`config.mk`:
```
export PLATFORM = sky130hd
export DESIGN_NAME = osavg_ctrl
export DESIGN_NICKNAME = d
export VERILOG_FILES = /design/src/rtl/osavg_pkg.sv /design/src/rtl/osavg_edge_det.sv /design/src/rtl/osavg_seq.sv /design/src/rtl/osavg_lane.sv /design/src/rtl/osavg_ctrl.sv
export SDC_FILE = /design/constraint.sdc
export NUM_CORES = 1
export LEC_CHECK = 0
export ABC_AREA = 1
export BUFFER_PORTS_ARGS = -buffer_cell sky130_fd_sc_hd__buf_2
export CORE_MARGIN = 10
export CORE_UTILIZATION = 39
export DETAILED_ROUTE_END_ITERATION = 16
export GPL_TIMING_DRIVEN = 0
export PLACE_DENSITY_LB_ADDON = 0.15
export SYNTH_ARGS = -nofsm -noshare
export SYNTH_HDL_FRONTEND = slang
export SYNTH_SLANG_ARGS = --single-unit
export TNS_END_PERCENT = 50
```
`constraint.sdc`:
```
create_clock -name clk_i -period 2.8 [get_ports clk_i]
set_input_delay 0.56 -clock clk_i [delete_from_list [all_inputs] [get_ports clk_i]]
set_output_delay 0.56 -clock clk_i [all_outputs]
set_load 0.01 [all_outputs]
```
`src/rtl/osavg_pkg.sv`:
```
package osavg_pkg;

    typedef enum logic [1:0] {
        ST_IDLE,
        ST_ACQ,
        ST_GAP,
        ST_DONE
    } osavg_st_e;

    localparam int unsigned SEL_W = 3;

    // Ratio code to divide shift; the invalid code maps to ratio 1.
    function automatic logic [SEL_W-1:0] code_to_shift(input logic [SEL_W-1:0] code);
        return (code == 3'b111) ? 3'd0 : code;
    endfunction

endpackage

```
`src/rtl/osavg_edge_det.sv`:
```
module osavg_edge_det (
    input  logic clk_i,
    input  logic rst_ni,
    input  logic a_i,
    input  logic b_i,
    output logic rise_o
);
    logic both;
    logic lvl_d, lvl_q;

    always_comb begin
        both   = a_i & b_i;
        lvl_d  = both;
        rise_o = both & ~lvl_q;
    end

    // Reset to 1: an input already high at reset release is not an edge.
    always_ff @(posedge clk_i) begin
        if (!rst_ni) lvl_q <= 1'b1;
        else         lvl_q <= lvl_d;
    end
endmodule

```
`src/rtl/osavg_seq.sv`:
```
module osavg_seq
    import osavg_pkg::*;
#(
    parameter int unsigned GAP_W     = 8,
    parameter int unsigned MAX_SHIFT = 6
) (
    input  logic             clk_i,
    input  logic             rst_ni,
    input  logic             start_i,
    input  logic             vld_i,
    input  logic [GAP_W-1:0] gap_i,
    input  logic [SEL_W-1:0] sel_i,
    output logic             req_o,
    output logic             busy_o,
    output logic             acc_clr_o,
    output logic             acc_en_o,
    output logic             load_o,
    output logic [SEL_W-1:0] shift_o,
    output logic             err_o
);
    localparam int unsigned CNT_W = MAX_SHIFT + 1;

    typedef struct packed {
        osavg_st_e        st;
        logic             busy;
        logic             req;
        logic [GAP_W-1:0] gap;
        logic [CNT_W-1:0] taken;
        logic [SEL_W-1:0] shift;
        logic             err;
    } seq_t;

    seq_t             seq_d, seq_q;
    logic [CNT_W-1:0] ratio_n;
    logic [CNT_W-1:0] taken_nx;

    always_comb begin
        seq_d     = seq_q;
        seq_d.req = 1'b0;
        acc_clr_o = 1'b0;
        acc_en_o  = 1'b0;
        load_o    = 1'b0;
        ratio_n   = CNT_W'(1) << seq_q.shift;
        taken_nx  = seq_q.taken + CNT_W'(1);

        unique case (seq_q.st)
            ST_IDLE: begin
                if (start_i) begin
                    seq_d.st    = ST_ACQ;
                    seq_d.busy  = 1'b1;
                    seq_d.req   = 1'b1;
                    seq_d.taken = '0;
                    acc_clr_o   = 1'b1;
                end
            end
            ST_ACQ: begin
                if (vld_i) begin
                    acc_en_o    = 1'b1;
                    seq_d.taken = taken_nx;
                    if (taken_nx == ratio_n) begin
                        seq_d.st = ST_DONE;
                    end else begin
                        seq_d.st  = ST_GAP;
                        seq_d.gap = gap_i;
                    end
                end
            end
            ST_GAP: begin
                if (seq_q.gap == '0) begin
                    seq_d.req = 1'b1;
                    seq_d.st  = ST_ACQ;
                end else begin
                    seq_d.gap = seq_q.gap - GAP_W'(1);
                end
            end
            ST_DONE: begin
                load_o      = 1'b1;
                seq_d.busy  = 1'b0;
                seq_d.st    = ST_IDLE;
                seq_d.shift = code_to_shift(sel_i);
                if (sel_i == 3'b111) seq_d.err = 1'b1;
            end
            default: seq_d.st = ST_IDLE;
        endcase
    end

    always_ff @(posedge clk_i) begin
        if (!rst_ni) begin
            seq_q.st    <= ST_IDLE;
            seq_q.busy  <= 1'b0;
            seq_q.req   <= 1'b0;
            seq_q.gap   <= '0;
            seq_q.taken <= '0;
            seq_q.shift <= '0;
            seq_q.err   <= 1'b0;
        end else begin
            seq_q <= seq_d;
        end
    end

    assign req_o   = seq_q.req;
    assign busy_o  = seq_q.busy;
    assign shift_o = seq_q.shift;
    assign err_o   = seq_q.err;
endmodule

```
`src/rtl/osavg_lane.sv`:
```
module osavg_lane
    import osavg_pkg::*;
#(
    parameter int unsigned DW    = 16,
    parameter int unsigned ACC_W = 22
) (
    input  logic             clk_i,
    input  logic             rst_ni,
    input  logic             clr_i,
    input  logic             en_i,
    input  logic             load_i,
    input  logic [SEL_W-1:0] shift_i,
    input  logic [DW-1:0]    smp_i,
    output logic [DW-1:0]    res_o
);
    typedef struct packed {
        logic [ACC_W-1:0] acc;
        logic [DW-1:0]    res;
    } lane_t;

    lane_t                   lane_d, lane_q;
    logic signed [ACC_W-1:0] acc_s;
    logic signed [ACC_W-1:0] avg_s;
    logic        [ACC_W-1:0] smp_ext;

    always_comb begin
        lane_d  = lane_q;
        smp_ext = {{(ACC_W-DW){smp_i[DW-1]}}, smp_i};
        acc_s   = lane_q.acc;
        avg_s   = acc_s >>> shift_i;
        if (clr_i)     lane_d.acc = '0;
        else if (en_i) lane_d.acc = lane_q.acc + smp_ext;
        if (load_i)    lane_d.res = avg_s[DW-1:0];
    end

    always_ff @(posedge clk_i) begin
        if (!rst_ni) begin
            lane_q.acc <= '0;
            lane_q.res <= '0;
        end else begin
            lane_q <= lane_d;
        end
    end

    assign res_o = lane_q.res;
endmodule

```
`src/rtl/osavg_ctrl.sv`:
```
module osavg_ctrl
    import osavg_pkg::*;
#(
    parameter int unsigned NCH       = 4,
    parameter int unsigned DW        = 16,
    parameter int unsigned GAP_W     = 8,
    parameter int unsigned MAX_SHIFT = 6
) (
    input  logic              clk_i,
    input  logic              rst_ni,
    input  logic              cnv_a_i,
    input  logic              cnv_b_i,
    input  logic [2:0]        ratio_sel_i,
    input  logic [GAP_W-1:0]  gap_cycles_i,
    output logic              smp_req_o,
    input  logic              smp_vld_i,
    input  logic [NCH*DW-1:0] smp_data_i,
    output logic              busy_o,
    output logic [NCH*DW-1:0] res_o,
    output logic              cfg_err_o
);
    localparam int unsigned ACC_W = DW + MAX_SHIFT;

    logic             start;
    logic             acc_clr, acc_en, load;
    logic [SEL_W-1:0] shift;

    osavg_edge_det i_edge (
        .clk_i  (clk_i),
        .rst_ni (rst_ni),
        .a_i    (cnv_a_i),
        .b_i    (cnv_b_i),
        .rise_o (start)
    );

    osavg_seq #(
        .GAP_W     (GAP_W),
        .MAX_SHIFT (MAX_SHIFT)
    ) i_seq (
        .clk_i     (clk_i),
        .rst_ni    (rst_ni),
        .start_i   (start),
        .vld_i     (smp_vld_i),
        .gap_i     (gap_cycles_i),
        .sel_i     (ratio_sel_i),
        .req_o     (smp_req_o),
        .busy_o    (busy_o),
        .acc_clr_o (acc_clr),
        .acc_en_o  (acc_en),
        .load_o    (load),
        .shift_o   (shift),
        .err_o     (cfg_err_o)
    );

    for (genvar ch = 0; ch < NCH; ch++) begin : g_lane
        osavg_lane #(
            .DW    (DW),
            .ACC_W (ACC_W)
        ) i_lane (
            .clk_i   (clk_i),
            .rst_ni  (rst_ni),
            .clr_i   (acc_clr),
            .en_i    (acc_en),
            .load_i  (load),
            .shift_i (shift),
            .smp_i   (smp_data_i[ch*DW +: DW]),
            .res_o   (res_o[ch*DW +: DW])
        );
    end
endmodule

```
==> run summary <==
GRT overflow = 0
Highest Clock Rate = 382 MHz
Worst-Margin Slew = 0.860 ns
GP Congestion = 1.01
Setup crit start kind = flip-flop
CTS Hold Bufs = 0
CTS Root Cell = clkbuf_16
Relative slew margins = 42.7%
CTS Buffer Depth = 2
Synth top area cells = dfxtp_1 24%, nand2_1 19%, inv_1 10%
Endpoints failing hold = 0
Post-Route WL = 59.8 mm
Stages on the worst setup path = 13
Clock skew = 0.0122 ns
DP HPWL = 49.4 mm
Slowest CP cell = dfxtp_1
Hold Path Class = primary input to flip-flop
Launching point of the worst reg2reg path = g_lane[1].i_lane.acc_s[0]
Seq/Total Area, Yosys = 24.1%
Post-Synthesis Net Count = 2659
Clock-pin slew on the worst setup and hold paths = 0.08 ns
CTS Sinks = 176
Top cell by count, worst path = inv_1
Clock Latency Late Sink = 0.45 ns
Number of buffers added on ports = 146
Largest net degree at the start of global routing = 18
Top-count cell post-synth = nand2_1
Worst Path Required = 3.15 ns
Synth async-reset ratio = 0%
Post-Route Utilization = 45.0%
WL/cell = 19.1 um
DP Cell Count = 3103
Die X = 214 um
RR Endpoint = g_lane[1].i_lane.acc_s[14]
Largest delay contributor family on the critical path = simple AND/OR/NAND/NOR gates
Cells after Synth = 2489
Worst path bufs/invs = 4
Yosys reg bits = 176
CP cell instances = ha_1 -> inv_1 -> fa_1 -> inv_1 -> nand3_1 -> nand2_1 -> inv_1 -> o21ai_0 -> nand2_1 -> nand2_1 -> nor2_1 -> o21ai_0 -> inv_1
Multi-input gate area = 9170 sq um
Share of the synthesized area in the top cell type = 24.1%
Setup crit start = g_lane[1].i_lane.acc_s[0]
DRC = 0
Die height = 214 um
Max-Cap Viols = 0
FP Rows = 70
Fin crit period = 2.62 ns
Synthesized area = 14600 sq um
Drt first pass iters = 6
VDD IR max = 0.358 mV
Critical path type = flip-flop to flip-flop
CORE AREA = 36800 sq um
Top Usage Layer GRT = met2
DRT iter0 DRCs = 1321
Setup Viol. Count Final = 0
Area growth, synth to finish = 13.0%
TritonCTS Buffers = 17
Routed vias = 16700
Vias in the first global route = 16400
Max H-tree Level = 4
Yosys cell types = 45
Status = complete, no violations
GR met1 Demand/Resource = 30.7%
First-pass GRT wire length = 91.5 mm
Total power = 6.51 mW
Detail Route Antenna Nets = 0
Final Cycle Share = 93.5%
CTS tree = built
R2R depth = 13
Met3 Use GR = 3.08%
Number of diodes = 0
CP endpoint = g_lane[1].i_lane.acc_s[14]
IO Pins = 147
Post-synth EDFFs = 0
Max-slew violation count = 0
Post-Syn Area per Cell = 5.88 sq um
Worst setup EP type = flip-flop
Synth warn = 0
Nets = 2824
Crit-path max FO = 4
Fill cells = 4065
Leak Pwr = 8.59 nW
Most frequent cells after synthesis = 737 x nand2_1, 395 x inv_1, 215 x a21oi_1
Delay of the slowest critical-path stage = 0.41 ns
Met2 global-route usage = 46.4%
Register-to-Register Setup Slack = 0.18 ns
Starting Density = 39.8%
Initial antenna violation count = 0
Prevailing post-synth register cell = dfxtp_1
Pwr per Cell Area = 393 nW/um^2
Arr. time, crit path = 2.97 ns
Cell taking the most area after synthesis = dfxtp_1
Finished Layout Cells = 3135
Vias per cell = 5.33
GRT Total Usage = 26.0%
Die area = 45700 sq um
Layout cells sized above 1 = 8.70%
RSZ-0062 raised after global routing = false
FF+latch area = 3520 sq um
[cell usage in the layout (no fill, tap or decap), types with 40 or more instances in the layout]
master | Yosys | routed
a21oi_1 | 215 | 215
buf_2 | 34 | 180
clkbuf_1 | 40 | 40
dfxtp_1 | 176 | 176
ha_1 | 86 | 86
inv_1 | 395 | 395
nand2_1 | 737 | 737
nand3_1 | 168 | 168
nor2_1 | 156 | 156
o211ai_1 | 58 | 58
o21ai_0 | 199 | 198
[kinds of logic after synthesis]
group,synth area share [%]
AO/OA/AOI/OAI,20.6
XOR/XNOR,1.91
adder cells (fa/ha/maj),7.89
buffers and inverters,13.3
flip-flops,24.1
multiplexers,0.273
AND/OR/NAND/NOR,32.0
[sequential cells by signal, indices dropped and copies added, names as in the netlist]
register / flops
i_edge.lvl_q: 1
i_seq.err_o: 1
i_seq.seq_q: 17
i_seq.req_o: 1
g_lane.i_lane.res_o: 64
i_seq.shift_o: 3
i_seq.busy_o: 1
g_lane.i_lane.acc_s: 88
[worst min path at each step]
stage	to	cells past startpoint	start
floorplan	i_seq.seq_q[10]	2	i_seq.seq_q[10]
global placement	i_seq.busy_o	2	i_seq.busy_o
detailed placement	i_seq.busy_o	2	i_seq.busy_o
CTS	i_edge.lvl_q	3	cnv_b_i
global route	i_edge.lvl_q	3	cnv_b_i
finish	i_edge.lvl_q	3	cnv_b_i
[where the power goes]
part | switching [mW] | internal (mW)
combinational | 0.941 | 0.452
sequential | 0.0901 | 2.58
clock | 1.17 | 1.28
total | 2.20 | 4.31
[worst reg2reg max path: stages, from the launching register on]
cell	delay (ns)
dfxtp_1	0.41
ha_1	0.24
inv_1	0.09
fa_1	0.38
inv_1	0.16
nand3_1	0.13
nand2_1	0.18
inv_1	0.07
o21ai_0	0.35
nand2_1	0.10
nand2_1	0.16
nor2_1	0.06
o21ai_0	0.16
inv_1	0.05
[metrics by stage]
stage	hold slack (ns)	instance area [sq um]	setup slack [ns]	TNS [ns]
after floorplan	0.450	14600	0.570	0
after global placement	0.457	16000	-0.0390	-0.0390
after detailed placement	0.456	16000	0.00158	0
after CTS	0.329	16500	0.221	0
after global routing	0.343	16500	0.0133	0
final	0.334	16500	0.181	0
[cell type report]
type                            count  area share (%)
Buffer                            103            2.71
Tap cell                          468            3.54
Timing Repair Buffer              146            4.42
Sequential cell                   176            21.3
Multi-Input combinational cell   1810            55.4
Clock buffer                       18            2.65
Clock inverter                     14           0.885
Inverter                          400            9.09
[metal layers]
| metal | vias up | part of all wire, % |
|---|---|---|
| met1 | 7683 | 42 |
| li1 | 8399 | - |
| met4 | 0 | 4.0 |
| met5 | - | 0 |
| met2 | 494 | 49 |
| met3 | 126 | 4.5 |
[timing repair]
action | 4_1_cts | 5_1_grt
gates resized for setup | 0 | 1
setup buffers | 0 | 0
setup endpoints to repair | 0 | 1
No activity file was read; power rests on OpenSTA's default activity.
